$ cat config.mk
export PLATFORM = sky130hd
export DESIGN_NAME = sig_intercept_bank
export DESIGN_NICKNAME = d
export VERILOG_FILES = /design/src/rtl/intercept_pkg.sv /design/src/rtl/intercept_cfg_regs.sv /design/src/rtl/intercept_cell.sv /design/src/rtl/sig_intercept_bank.sv
export SDC_FILE = /design/constraint.sdc
export NUM_CORES = 1
export LEC_CHECK = 0
export BUFFER_PORTS_ARGS = -buffer_cell sky130_fd_sc_hd__buf_2
export CORE_MARGIN = 3
export CORE_UTILIZATION = 40
export DETAILED_ROUTE_END_ITERATION = 16
export PLACE_DENSITY = 0.9
export SLEW_MARGIN = 20
export SYNTH_ARGS = -nofsm -noshare
export SYNTH_HDL_FRONTEND = slang
export SYNTH_SLANG_ARGS = --single-unit
$ cat constraint.sdc
create_clock -name clk_i -period 2.15 [get_ports clk_i]
set_input_delay 0.43 -clock clk_i [delete_from_list [all_inputs] [get_ports clk_i]]
set_output_delay 0.43 -clock clk_i [all_outputs]
set_load 0.02 [all_outputs]
$ cat src/rtl/intercept_pkg.sv
package intercept_pkg;

  localparam int unsigned MODE_W = 3;

  typedef enum logic [MODE_W-1:0] {
    MODE_PASS     = 3'd0,
    MODE_TAP      = 3'd1,
    MODE_REROUTE  = 3'd2,
    MODE_OVERRIDE = 3'd3,
    MODE_DISABLE  = 3'd4
  } icpt_mode_e;

  // per-mode path steering
  typedef struct packed {
    logic fwd_src;
    logic fwd_ovr;
    logic dst_vld;
    logic obs_en;
  } path_ctrl_t;

  // unused codes collapse to pass
  function automatic icpt_mode_e decode_mode(input logic [MODE_W-1:0] raw);
    case (raw)
      3'd1:    return MODE_TAP;
      3'd2:    return MODE_REROUTE;
      3'd3:    return MODE_OVERRIDE;
      3'd4:    return MODE_DISABLE;
      default: return MODE_PASS;
    endcase
  endfunction

  function automatic path_ctrl_t mode_ctrl(input icpt_mode_e m);
    path_ctrl_t c;
    c = '0;
    case (m)
      MODE_TAP:      begin c.fwd_src = 1'b1; c.dst_vld = 1'b1; c.obs_en = 1'b1; end
      MODE_REROUTE:  begin c.obs_en  = 1'b1; end
      MODE_OVERRIDE: begin c.fwd_ovr = 1'b1; c.dst_vld = 1'b1; end
      MODE_DISABLE:  begin c = '0; end
      default:       begin c.fwd_src = 1'b1; c.dst_vld = 1'b1; end
    endcase
    return c;
  endfunction

endpackage

$ cat src/rtl/intercept_cfg_regs.sv
module intercept_cfg_regs
  import intercept_pkg::*;
#(
  parameter int unsigned N_CELLS = 4,
  parameter int unsigned IDX_W   = (N_CELLS > 1) ? $clog2(N_CELLS) : 1
) (
  input  logic                              clk_i,
  input  logic                              rst_ni,
  input  logic                              we_i,
  input  logic [IDX_W-1:0]                  idx_i,
  input  logic [MODE_W-1:0]                 mode_i,
  output logic [N_CELLS-1:0][MODE_W-1:0]    mode_o
);

  icpt_mode_e wr_mode;
  assign wr_mode = decode_mode(mode_i);

  for (genvar g = 0; g < N_CELLS; g++) begin : g_reg
    logic sel;
    assign sel = we_i && (idx_i == IDX_W'(g));

    always_ff @(posedge clk_i or negedge rst_ni) begin
      if (!rst_ni)  mode_o[g] <= MODE_PASS;
      else if (sel) mode_o[g] <= wr_mode;
    end
  end

endmodule

$ cat src/rtl/intercept_cell.sv
module intercept_cell
  import intercept_pkg::*;
#(
  parameter int unsigned DATA_W = 8
) (
  input  logic              present_i,
  input  logic [MODE_W-1:0] mode_i,
  input  logic [DATA_W-1:0] src_i,
  input  logic [DATA_W-1:0] ovr_i,
  output logic [DATA_W-1:0] dst_o,
  output logic              dst_valid_o,
  output logic [DATA_W-1:0] obs_o,
  output logic              obs_valid_o
);

  icpt_mode_e eff_mode;
  path_ctrl_t ctrl;

  // absent monitor forces a plain wire
  assign eff_mode = present_i ? decode_mode(mode_i) : MODE_PASS;
  assign ctrl     = mode_ctrl(eff_mode);

  always_comb begin
    dst_o = '0;
    if (ctrl.fwd_src)      dst_o = src_i;
    else if (ctrl.fwd_ovr) dst_o = ovr_i;
  end

  assign dst_valid_o = ctrl.dst_vld;
  assign obs_o       = ctrl.obs_en ? src_i : '0;
  assign obs_valid_o = ctrl.obs_en;

endmodule

$ cat src/rtl/sig_intercept_bank.sv
module sig_intercept_bank
  import intercept_pkg::*;
#(
  parameter int unsigned N_CELLS = 4,
  parameter int unsigned DATA_W  = 8,
  localparam int unsigned IDX_W  = (N_CELLS > 1) ? $clog2(N_CELLS) : 1
) (
  input  logic                           clk_i,
  input  logic                           rst_ni,
  input  logic                           layer_present_i,
  input  logic                           cfg_we_i,
  input  logic [IDX_W-1:0]               cfg_idx_i,
  input  logic [2:0]                     cfg_mode_i,
  input  logic [N_CELLS-1:0][DATA_W-1:0] src_data_i,
  input  logic [N_CELLS-1:0][DATA_W-1:0] ovr_data_i,
  output logic [N_CELLS-1:0][DATA_W-1:0] dst_data_o,
  output logic [N_CELLS-1:0]             dst_valid_o,
  output logic [N_CELLS-1:0][DATA_W-1:0] obs_data_o,
  output logic [N_CELLS-1:0]             obs_valid_o
);

  logic [N_CELLS-1:0][MODE_W-1:0] cell_mode;

  intercept_cfg_regs #(
    .N_CELLS (N_CELLS),
    .IDX_W   (IDX_W)
  ) u_cfg (
    .clk_i  (clk_i),
    .rst_ni (rst_ni),
    .we_i   (cfg_we_i),
    .idx_i  (cfg_idx_i),
    .mode_i (cfg_mode_i),
    .mode_o (cell_mode)
  );

  for (genvar g = 0; g < N_CELLS; g++) begin : g_cell
    intercept_cell #(
      .DATA_W (DATA_W)
    ) u_cell (
      .present_i   (layer_present_i),
      .mode_i      (cell_mode[g]),
      .src_i       (src_data_i[g]),
      .ovr_i       (ovr_data_i[g]),
      .dst_o       (dst_data_o[g]),
      .dst_valid_o (dst_valid_o[g]),
      .obs_o       (obs_data_o[g]),
      .obs_valid_o (obs_valid_o[g])
    );
  end

endmodule

======== Word-level counts from Yosys, hierarchy flattened ========
Index checks and enable logic that the tools add are counted.
storage, ports and cells
  register bits ........................... 12
  input bits .............................. 73
  output and inout port bits .............. 72
operators by class
  equal/unequal tests ..................... 39
  mux-type cells .......................... 33
  reductions and logical operators ........ 17
operators with widths
  kind                count
  $mux 8              12
  $pmux 3 s4          5
  $eq 3x2->1 const B  18
  $eq 3x1->1 const B  9
  $eq 3x3->1 const B  9
  $reduce_or 2->1     8
  $mux 1              12
  $mux 3              4
  $reduce_or 3->1     4
  $eq 2x2->1 const B  2
  $logic_and 1x1->1   4
  $eq 2x1->1 const B  1
  $logic_not 2->1     1

======== Longest topological paths before layout ========
Gate-level depths: netlist (run 1).
  depth after elaboration ................. 7
  mapped depth ............................ 4
  gate-level depth less buffers ........... 3

======== Hierarchy ========
From an unflattened synthesis (run 1), not the netlist that was laid out.
unflattened totals
  cell total of the unflattened synthesis .. 167
  area, all modules ....................... 1,587.8 µm²
modules (own cells, without submodules)
  module              times used  cells each  area an instance (µm²)  seq. area each (µm²)
  intercept_cell      4           34          274.0                   0.0
  intercept_cfg_regs  1           31          491.7                   300.3

======== Worst setup path after synthesis (run 1) ========
No wires, ideal clock.
  path kind ............................... register to output
  from .................................... reg u_cfg.mode_o[8] (netlist bit)
  to ...................................... out dst_data_o[16] (netlist bit)
  arrival ................................. 1.273 ns
  slack ................................... 0.447 ns
  cell stages (with the launch flop) ...... 4
  buffers on the path ..................... 0
  path through ............................ dfrtp_1 -> nor2b_1 -> o21a_1 -> o21ai_0
RTL lines
  what                               RTL line                  source
  from (decl)                        intercept_cfg_regs.sv:12  output logic [N_CELLS-1:0][MODE_W-1:0] mode_o
  from (signal, indexed assignment)  intercept_cfg_regs.sv:24  else if (sel) mode_o[g] <= wr_mode;
  to (decl)                          sig_intercept_bank.sv:16  output logic [N_CELLS-1:0][DATA_W-1:0] dst_data_o,

==> reports/results.md, run 1 <==
## Critical path
• reg -> out — category of the most critical setup path
• 8 — highest fanout seen on the critical path
• 1720 ps — required time of the critical path
• 1630 ps — CP arrival
• primary output — capturing element type of the critical path
• u_cfg.mode_o[11]$_DFFE_PN0P_ — Critical Path Source
• flip-flop — critical path launch point type
• u_cfg.mode_o[1]$_DFFE_PN0P_ — worst flop-to-flop path startpoint

## Timing
• 485 MHz — Fmax
• 602 ps — Worst-Margin Slew
• 0 — total count of max-transition violations in the final report
• 0 ps — worst-case clock skew
• 2060 ps — fin crit period
• no — RSZ-0062 raised after global routing
• 0 — endpoints failing hold
• 59.7% — Worst slew margin
• 0 — endpoints failing setup
• 95.9% — final worst path period share
• 0 ps — setup TNS after final layout

## Synth
• 0 — number of warnings printed during yosys synthesis
• 19.3% — proportion of synthesized chip area in sequential cells
• 274 — number of nets in the synthesized netlist
• 1550 um2 — Mapped Area
• dfrtp_1 — top cell type by total area after synthesis
• dfrtp_1 19%, and2_1 14%, a32oi_1 14%, o21ai_0 9.7%, inv_1 6.3% — leading post-synthesis cells by cell area
• 7.73 um2 — Avg Inst Size Synth
• 201 — gate count after technology mapping
• 19.3% — share of Yosys cell area claimed by the top area cell type
• 12 — count of state elements after synthesis
• 27 — Synth cell types

## CTS
• clkbuf_8 — root cell of the clock tree
• 0 — Post CTS Setup Buffer Count
• built — clock tree from TritonCTS
• 2 — maximum clock insertion buffer count
• 240 ps — Clk Latency, worst-skew pair
• 3 — clock buffers created by TritonCTS
• 0 — count of hold-fix buffers inserted at cts
• 50 ps — Clock transition at path regs
• 12 — clock net sink count
• 1 — CTS H-Tree Depth

## Layout
• 1040 um2 — multi-input combinational cell area
• u_cfg.mode_o — largest register by flop count
• 406 — number of nets at the end of the flow
• 48.5% — fraction of layout instances using a drive strength above 1
• 12 — flip-flop count of the largest register, all copies and words added
• u_cfg.mode_o (12) — Regs by FF count
• 0 — diodes inserted
• 320 — Fill cells
• 62.2% — fin util
• 302 um2 — FF+latch area
• 47.7% — area added between synthesis and finish

## Die
• 42.1% — Initial Utilization
• 68.3 um — Chip Height
• 3690 um2 — placeable core region
• 68.3 um — width of the die
• 145 — IO Count
• 4670 um2 — total die area
• 22 — number of rows in the core area

## GRT
• 17 — maximum number of pins on one net before global-route repair
• 0 — overflow left after global routing
• 0 — initial antenna violation count
• 19.5% — overall track demand over capacity in global routing
• 7110 um — wire length of the first global-routing pass
• 1642 — vias in the first global route

## Routing
• 421 um — met3 wire len
• 0 — DRC violations left
• 1840 um — met1 layer wirelength in the final routing
• 4 — number of iterations in the first detailed-routing pass
• 4750 um — post-detailed-routing wire length
• 0 — Final ANT Viol Nets
• met4 — uppermost routed layer
• 37 — DRC violation total after the first TritonRoute iteration
• 12.5 um — routed length per instance
• 1957 — via count
• 5.15 — detailed-route vias per instance
• 2470 um — total met2 wirelength after detailed routing

## Pwr
• 56.2% — combinational fraction of design power
• 1.30 nW — total leakage power
• 19.8% — Clk pwr share
• 24.0% — sequential fraction of design power
• 44.4% — switching power as a share of total power
• 692 uW — internal power component
• 552 uW — Psw
• 0.456 mV — Max rail drop VDD
• 542 nW/um2 — power density of the placed cells

## Status
• finished clean — run status

## Placement
• 3920 um — HPWL after detailed placement
• 144 — number of input and output port buffers inserted
• 0.800 — final estimated routing congestion in global placement

## Flow run
• 0 — reported max-cap violation count

## Worst hold path
• in -> async — path type of the worst min-delay path

==> cells by family (layout without fill, tap and decap cells) <==
logic type,Yosys count,in the layout,synth area share [%]
buffers and inverters,45,176,13.5
AO/OA/AOI/OAI,67,67,30.2
AND/OR/NAND/NOR,63,63,28.3
multiplexers,6,6,4.19
XOR/XNOR,8,8,4.51
flip-flops,12,12,19.3
==> Yosys cell counts <==
cell      number
xor2_1         4
nand3_1        2
o21a_1         2
buf_4          8
and4b_1        1
nor2b_1        2
nor3b_1        1
mux2i_1        2
a21boi_2       1
o21ai_1        1
a22o_1         8
clkbuf_1       3
o21ai_0       30
nand3b_1       5
and2_1        35
nor3b_2        3
mux2_2         4
dfrtp_1       12
buf_2          8
inv_1         26
nor3b_4        2
and3b_1        3
nand2b_1       3
xnor2_1        4
o211ai_1       1
a32oi_1       24
nand2_1        6
==> per-stage QoR <==
stage               hold WS, ps  setup slack, ps  power, mW  area (um2)  cells
detailed placement          324              242       1.00        2240    376
floorplan                   134              447      0.770        1550    201
finish                     63.1             88.1       1.24        2290    380
global route               75.4             3.22       1.33        2290    380
global placement            311              288      0.986        2240    376
CTS                        68.1             33.4       1.25        2290    380
==> power groups by stage <==
| stage | Combinational (mW) | Clock [mW] | Sequential [mW] |
|---|---|---|---|
| after floorplan | 0.482 | 0 | 0.288 |
| after global placement | 0.687 | 0 | 0.299 |
| after detailed placement | 0.702 | 0 | 0.302 |
| after CTS | 0.704 | 0.248 | 0.299 |
| after global routing | 0.769 | 0.261 | 0.304 |
| final | 0.699 | 0.246 | 0.299 |
==> final timing paths <==
| check | endpoint | slack, ps | cells past startpoint |
|---|---|---|---|
| max | dst_data_o[29] | 90 | 3 |
| min | u_cfg.mode_o[8]$_DFFE_PN0P_ | 60 | 1 |
| max reg2reg | u_cfg.mode_o[1]$_DFFE_PN0P_ | 1270 | 3 |
| min reg2reg | u_cfg.mode_o[9]$_DFFE_PN0P_ | 570 | 2 |
| max in group asynchronous | u_cfg.mode_o[7]$_DFFE_PN0P_ | 1850 | 1 |
| min in group clk_i | u_cfg.mode_o[0]$_DFFE_PN0P_ | 540 | 3 |
==> critical path: stages, from the launching register on <==
cell      delay (ps)
dfrtp_1          450
o211ai_1         540
a22o_1           230
buf_2            170
==> repair_timing <==
action	in CTS	in global routing
gates resized for setup	0	1
endpoints found under the setup margin	0	9
endpoints found under the hold margin	0	0
==> final cells by class <==
cell class              count  share of cell area [%]
multi-input cells         144                    45.5
repair buffers            146                    32.1
flip-flops and latches     12                    13.1
inverters                  26                    4.26
well taps                  48                    2.62
clock buffers               4                    2.40
==> routing by layer <==
| metal | global-route usage (%) | vias up |
|---|---|---|
| met5 | 0 | - |
| met4 | 2.98 | 0 |
| met3 | 4.11 | 2 |
| met2 | 37.7 | 82 |
| met1 | 22.0 | 902 |
| li1 | - | 971 |
==> layout by cell type, fill, tap and decap left out, types with 3 or more instances in the layout <==
cell type / Yosys / layout
buf_2: 8 / 144
and2_1: 35 / 35
o21ai_0: 30 / 30
inv_1: 26 / 26
a32oi_1: 24 / 24
dfrtp_1: 12 / 11
a22o_1: 8 / 8
nand2_1: 6 / 6
nand3b_1: 5 / 5
xnor2_1: 4 / 4
xor2_1: 4 / 4
mux2_2: 4 / 4
clkbuf_8: 0 / 4
nor3b_2: 3 / 3
and3b_1: 3 / 3
nand2b_1: 3 / 3
(Power assumes the default switching activity.)
==> inputs of run 2 (changes only) <==
CORE_UTILIZATION = 37   (was 40)
PLACE_DENSITY = 0.85   (was 0.9)
clock period = 2.3 ns   (was 2.15 ns; I/O delays follow)
==> reports/results.md, run 2 (synthesized netlist as in run 1, its figures left out) <==
## Timing
• 460 MHz — Fmax
• 0 ps — setup TNS after final layout, unchanged
• 2180 ps — fin crit period
• 0 — endpoints failing setup, unchanged
• 88.5 ps — Post-Route Hold Slack, was 63.1 ps
• no — RSZ-0062 raised after global routing, unchanged
• 579 ps — Worst-Margin Slew, was 602 ps
• 61.3% — Worst slew margin, was 59.7%
• 0 — endpoints failing hold, unchanged
• 0 — total count of max-transition violations in the final report, unchanged
• 94.6% — final worst path period share
• 0 ps — worst-case clock skew, unchanged

## GRT
• 0 — initial antenna violation count, unchanged
• 1713 — vias in the first global route, was 1642
• 7580 um — wire length of the first global-routing pass, was 7110 um
• 0 — overflow left after global routing, unchanged
• 17.7% — overall track demand over capacity in global routing, was 19.5%
• 17 — maximum number of pins on one net before global-route repair, unchanged

## CTS
• 12 — clock net sink count, unchanged
• 50 ps — Clock transition at path regs, about the same
• 2 — maximum clock insertion buffer count, unchanged
• 1 — CTS H-Tree Depth, unchanged
• built — clock tree from TritonCTS, unchanged
• clkbuf_8 — root cell of the clock tree, unchanged
• 3 — clock buffers created by TritonCTS, unchanged
• 0 — count of hold-fix buffers inserted at cts, unchanged
• 240 ps — Clk Latency, worst-skew pair, about the same
• 0 — Post CTS Setup Buffer Count, unchanged

## Routing
• 1894 — via count, was 1957
• 0 — Final ANT Viol Nets, unchanged
• 5.02 — detailed-route vias per instance, was 5.15
• 32 — DRC violation total after the first TritonRoute iteration, was 37
• 4 — number of iterations in the first detailed-routing pass, unchanged
• 4680 um — post-detailed-routing wire length, was 4750 um
• 12.4 um — routed length per instance, was 12.5 um
• 0 — DRC violations left, unchanged

## Layout
• 144 x buf_2, 35 x and2_1, 30 x o21ai_0 — leading cell types in the layout, fill and taps excluded, unchanged
• 46.6% — area added between synthesis and finish, was 47.7%
• u_cfg.mode_o — largest register by flop count, unchanged
• buf_2 — leading cell type in the layout, fill and taps excluded, unchanged
• 404 — number of nets at the end of the flow, was 406
• 47.7% — fraction of layout instances using a drive strength above 1, was 48.5%
• u_cfg.mode_o (12) — Regs by FF count, unchanged
• 0 — diodes inserted, unchanged
• 399 — Fill cells, was 320
• 12 — flip-flop count of the largest register, all copies and words added, unchanged
• 377 — Final Non-Filler Cells, was 380

## Worst hold path
• in -> async — path type of the worst min-delay path, unchanged

## Critical path
• 2 — Reg2Reg Depth, was 3
• reg -> out — category of the most critical setup path, unchanged
• primary output — capturing element type of the critical path, unchanged
• 1380 ps — internal reg-to-reg setup slack, was 1270 ps
• 13 — highest fanout seen on the critical path, was 8
• u_cfg.mode_o[1]$_DFFE_PN0P_ — reg-to-reg endpoint, unchanged
• 4 — Stages on worst setup path, was 3
• 1840 ps — required time of the critical path, was 1720 ps
• xnor2_1 -> nor3b_4 -> and2_1 -> buf_2 — chain of cells forming the critical path, was o211ai_1 -> a22o_1 -> buf_2
• flip-flop — critical path launch point type, unchanged
• 1720 ps — CP arrival, was 1630 ps
• flip-flops — kind of cell adding the most delay to the critical path, was compound AO/OA/AOI/OAI gates
• 1 — buffers and inverters on the worst path, unchanged
• dfrtp_1 — slowest library cell on the worst path, was o211ai_1
• 610 ps — CP peak stage delay, was 540 ps
• u_cfg.mode_o[1]$_DFFE_PN0P_ — worst flop-to-flop path startpoint, unchanged

## Pwr
• 0.362 mV — Max rail drop VDD, was 0.456 mV
• 56.9% — combinational fraction of design power, was 56.2%
• 507 uW — Psw, was 552 uW
• 1.28 nW — total leakage power, was 1.30 nW
• 45.5% — switching power as a share of total power, was 44.4%
• 607 uW — internal power component, was 692 uW
• 16.6% — Clk pwr share, was 19.8%
• 26.5% — sequential fraction of design power, was 24.0%
• 489 nW/um2 — power density of the placed cells, was 542 nW/um2
• 1.11 mW — total power, was 1.24 mW

## Placement
• 374 — # placed instances, was 376
• 0.799 — final estimated routing congestion in global placement, was 0.800
• 3790 um — HPWL after detailed placement, was 3920 um
• 144 — number of input and output port buffers inserted, unchanged

## Die
• 70.8 um — Chip Height, was 68.3 um
• 145 — IO Count, unchanged
• 22 — number of rows in the core area, unchanged
• 70.8 um — width of the die, was 68.3 um
• 40.3% — Initial Utilization, was 42.1%
• 3850 um2 — placeable core region, was 3690 um2
• 5010 um2 — total die area, was 4670 um2

## Status
• finished clean — run status, unchanged

## Flow run
• 0 — reported max-cap violation count, unchanged

-- run 2: per-layer routing --
metal	vias to the layer above	wire (um)	global-route usage, %
li1	969	-	-
met1	864	1910	21.4
met2	59	2450	32.5
met3	2	306	3.84
met4	0	10	2.92
met5	-	0	0
-- run 2: timing repair --
| action | 4_1_cts | 5_1_grt |
|---|---|---|
| setup endpoints to repair | 0 | 16 |
| endpoints found under the hold margin | 0 | 0 |
| resized for setup | 0 | 2 |
-- run 2: through the flow --
stage,utilization (%),worst slack (ps),cell area [um2]
after floorplan,-,560,1550
after global placement,57.7,361,2220
after detailed placement,57.7,338,2220
after CTS,58.7,103,2260
after global routing,59.1,11.9,2280
final,59.1,124,2280
-- run 2: cell type report --
type,count,area (um2),area share [%]
Tap cell,48,60.1,2.64
Clock buffer,3,41.3,1.81
Inverter,26,97.6,4.29
Multi-Input combinational cell,144,1060,46.4
Sequential cell,12,300,13.2
Timing Repair Buffer,144,721,31.7
-- run 2: worst register-to-register path: cells and delay by family, from the launching register on --
family,cells,cell delay [ps]
flops,1,580
mux,1,140
buf+inv,1,130
-- run 2: power groups by stage --
stage	clock network, mW	registers [mW]	logic, mW
6_report	0.185	0.296	0.633
5_1_grt	0.202	0.301	0.693
4_1_cts	0.190	0.294	0.632
3_5_place_dp	0	0.297	0.630
3_3_place_gp	0	0.295	0.622
2_1_floorplan	0	0.269	0.450
-- run 2: worst max path at each step --
| stage | startpoint | to |
|---|---|---|
| after detailed placement | layer_present_i | dst_data_o[15] |
| after global placement | layer_present_i | obs_data_o[11] |
| after floorplan | layer_present_i | dst_data_o[0] |
| after global routing | u_cfg.mode_o[7]$_DFFE_PN0P_ | obs_data_o[22] |
| after CTS | u_cfg.mode_o[4]$_DFFE_PN0P_ | obs_data_o[9] |
| final | u_cfg.mode_o[7]$_DFFE_PN0P_ | obs_data_o[21] |
==> inputs of run 3 (changes only) <==
CORE_UTILIZATION = 38   (was 37)
HOLD_SLACK_MARGIN = 0.12   (was unset)
PLACE_DENSITY = 0.86   (was 0.85)
SKIP_LAST_GASP = 1   (was unset)
SYNTH_HIERARCHICAL = 1   (was unset)
==> reports/results.md, run 3 <==
## Routing
• 0 — Final ANT Viol Nets, unchanged
• 76 — DRC violation total after the first TritonRoute iteration, was 32
• 4 — number of iterations in the first detailed-routing pass, unchanged
• 13.4 um — routed length per instance, was 12.4 um
• 5.29 — detailed-route vias per instance, was 5.02
• 0 — DRC violations left, unchanged
• 4740 um — post-detailed-routing wire length, was 4680 um
• 1867 — via count, was 1894

## Pwr
• 597 uW — Psw, was 507 uW
• 0.310 mV — Max rail drop VDD, was 0.362 mV
• 23.0% — sequential fraction of design power, was 26.5%
• 1.39 nW — total leakage power, was 1.28 nW
• 63.1% — combinational fraction of design power, was 56.9%
• 557 nW/um2 — power density of the placed cells, was 489 nW/um2
• 711 uW — internal power component, was 607 uW
• 13.9% — Clk pwr share, was 16.6%
• 45.7% — switching power as a share of total power, was 45.5%
• 1.31 mW — total power, was 1.11 mW

## Timing
• 0 ps — setup TNS after final layout, unchanged
• no — RSZ-0062 raised after global routing, unchanged
• 2070 ps — fin crit period, was 2180 ps
• 0 — endpoints failing hold, unchanged
• 90.0% — final worst path period share, was 94.6%
• 0 — endpoints failing setup, unchanged
• 0 — total count of max-transition violations in the final report, unchanged
• 539 ps — Worst-Margin Slew, was 579 ps
• 0 ps — worst-case clock skew, unchanged
• 483 MHz — Fmax, was 460 MHz
• 230 ps — setup slack of the critical path after layout, was 124 ps
• 64.0% — Worst slew margin, was 61.3%

## Synth
• 167 — gate count after technology mapping, was 201
• 100% — Async SR Flop Fraction, unchanged
• 0 — EDFF count, synth, unchanged
• 1590 um2 — Mapped Area, was 1550 um2
• 240 — number of nets in the synthesized netlist, was 274
• dfrtp_1 — Synth Flop Type, unchanged
• 18.9% — proportion of synthesized chip area in sequential cells, was 19.3%
• 6 — number of warnings printed during yosys synthesis, was 0
• a32o_1 — top cell type by total area after synthesis, was dfrtp_1
• 12 — count of state elements after synthesis, unchanged
• 32 x a21o_1, 32 x a32o_1, 32 x and2_1 — most frequent cells after synthesis, was 35 x and2_1, 30 x o21ai_0, 26 x inv_1
• 19 — Synth cell types, was 27
• 20.2% — share of Yosys cell area claimed by the top area cell type, was 19.3%
• 9.51 um2 — Avg Inst Size Synth, was 7.73 um2
• a32o_1 20%, dfrtp_1 19%, a21o_1 15%, and2_1 13%, mux2_1 7.1% — leading post-synthesis cells by cell area, was dfrtp_1 19%, and2_1 14%, a32oi_1 14%, o21ai_0 9.7%, inv_1 6.3%

## Layout
• u_cfg/mode_o (12) — Regs by FF count, was u_cfg.mode_o (12)
• 380 — number of nets at the end of the flow, was 404
• 0 — diodes inserted, unchanged
• 354 — Fill cells, was 399
• 2350 um2 — post-route cell area, was 2280 um2
• 144 x buf_2, 32 x a32o_1, 32 x a21o_1, 32 x and2_1, 12 x dfrtp_1 — leading cell types in the layout, fill and taps excluded, was 144 x buf_2, 35 x and2_1, 30 x o21ai_0
• buf_2 — leading cell type in the layout, fill and taps excluded, unchanged
• 1200 um2 — multi-input combinational cell area, was 1060 um2
• 53.1% — fraction of layout instances using a drive strength above 1, was 47.7%
• u_cfg/mode_o — largest register by flop count, was u_cfg.mode_o
• 48.0% — area added between synthesis and finish, was 46.6%
• 353 — Final Non-Filler Cells, was 377
• 300 um2 — FF+latch area, unchanged
• 12 — flip-flop count of the largest register, all copies and words added, unchanged

## Status
• finished clean — run status, unchanged

## Critical path
• 12 — highest fanout seen on the critical path, was 13
• 1 — buffers and inverters on the worst path, unchanged
• dfrtp_1 — slowest library cell on the worst path, unchanged
• flip-flop — critical path launch point type, unchanged
• 1840 ps — required time of the critical path, about the same
• 500 ps — CP peak stage delay, was 610 ps
• 1350 ps — internal reg-to-reg setup slack, was 1380 ps
• primary output — capturing element type of the critical path, unchanged
• flip-flops — kind of cell adding the most delay to the critical path, unchanged
• reg -> out — category of the most critical setup path, unchanged
• xnor2_1 -> nor3b_4 -> and2_1 -> buf_2 — chain of cells forming the critical path, unchanged
• 1610 ps — CP arrival, was 1720 ps

## CTS
• 230 ps — Clk Latency, worst-skew pair, was 240 ps
• 0 — Post CTS Setup Buffer Count, unchanged
• 1 — CTS H-Tree Depth, unchanged
• clkbuf_8 — root cell of the clock tree, unchanged
• built — clock tree from TritonCTS, unchanged
• 3 — clock buffers created by TritonCTS, unchanged
• 12 — clock net sink count, unchanged
• 2 — maximum clock insertion buffer count, unchanged
• 50 ps — Clock transition at path regs, about the same

## Die
• 70.6 um — Chip Height, was 70.8 um
• 145 — IO Count, unchanged
• 3850 um2 — placeable core region, unchanged
• 22 — number of rows in the core area, unchanged
• 4990 um2 — total die area, was 5010 um2
• 70.6 um — width of the die, was 70.8 um
• 41.2% — Initial Utilization, was 40.3%

## Placement
• 349 — # placed instances, was 374
• 2290 um2 — Placed Instance Area, was 2220 um2
• 3910 um — HPWL after detailed placement, was 3790 um
• 319 ps — worst setup timing slack at the placement stage, was 338 ps
• 144 — number of input and output port buffers inserted, unchanged
• 0.787 — final estimated routing congestion in global placement, was 0.799

## GRT
• 13 — maximum number of pins on one net before global-route repair, was 17
• 17.3% — overall track demand over capacity in global routing, was 17.7%
• 0 — overflow left after global routing, unchanged
• 0 — initial antenna violation count, unchanged
• 7430 um — wire length of the first global-routing pass, was 7580 um
• 1622 — vias in the first global route, was 1713

## Flow run
• 0 — reported max-cap violation count, unchanged

## Worst hold path
• reg -> reg — path type of the worst min-delay path, was in -> async

[run 3: final timing paths]
kind                                          endpoint  cells past startpoint                        start
min reg2reg                u_cfg/mode_o[4]$_DFFE_PN0P_                      1  u_cfg/mode_o[4]$_DFFE_PN0P_
max reg2reg                u_cfg/mode_o[6]$_DFFE_PN0P_                      1  u_cfg/mode_o[6]$_DFFE_PN0P_
min in group asynchronous  u_cfg/mode_o[1]$_DFFE_PN0P_                      2                       rst_ni
min                        u_cfg/mode_o[4]$_DFFE_PN0P_                      1  u_cfg/mode_o[4]$_DFFE_PN0P_
max in group asynchronous  u_cfg/mode_o[6]$_DFFE_PN0P_                      2                       rst_ni
max                                     obs_data_o[30]                      4  u_cfg/mode_o[9]$_DFFE_PN0P_
[run 3: cell families (layout without fill, tap and decap cells)]
| logic type | count (synthesis) | in the layout | share of synthesized area, % |
|---|---|---|---|
| compound gates | 64 | 64 | 35.3 |
| simple gates | 59 | 59 | 27.2 |
| mux | 12 | 12 | 8.51 |
| flops | 12 | 12 | 18.9 |
| buf+inv | 12 | 150 | 5.67 |
| xor+xnor | 8 | 8 | 4.41 |
[run 3: cell type report]
| cell class | instances | share of cell area (%) |
|---|---|---|
| Clock buffer | 3 | 1.76 |
| Multi-Input combinational cell | 143 | 51.2 |
| Tap cell | 48 | 2.56 |
| Sequential cell | 12 | 12.8 |
| Timing Repair Buffer | 147 | 31.7 |
[run 3: power groups by stage]
stage                     Clock [mW]  Combinational [mW]  Sequential (mW)
after global routing           0.199               0.892            0.312
after floorplan                    0               0.606            0.270
after CTS                      0.186               0.833            0.301
after global placement             0               0.817            0.303
final                          0.182               0.825            0.301
after detailed placement           0               0.829            0.304
[run 3: what timing repair did]
| action | in CTS | in global routing |
|---|---|---|
| hold buffers | 1 | 0 |
| endpoints found under the setup margin | 0 | 16 |
| hold endpoints to repair | 12 | 0 |
| resized for setup | 0 | 2 |
[run 3: through the flow]
stage | util [%] | hold slack (ps)
2_1_floorplan | - | 164
3_3_place_gp | 59.5 | 346
3_5_place_dp | 59.5 | 352
4_1_cts | 60.8 | 598
5_1_grt | 61.0 | 636
6_report | 61.0 | 600
[run 3: routing by layer]
layer	part of all wire, %	wire, um	track usage (%)
met1	40	1870	20.9
met2	53	2530	32.2
met3	7.2	339	4.26
met4	0	0	1.46
met5	0	0	0
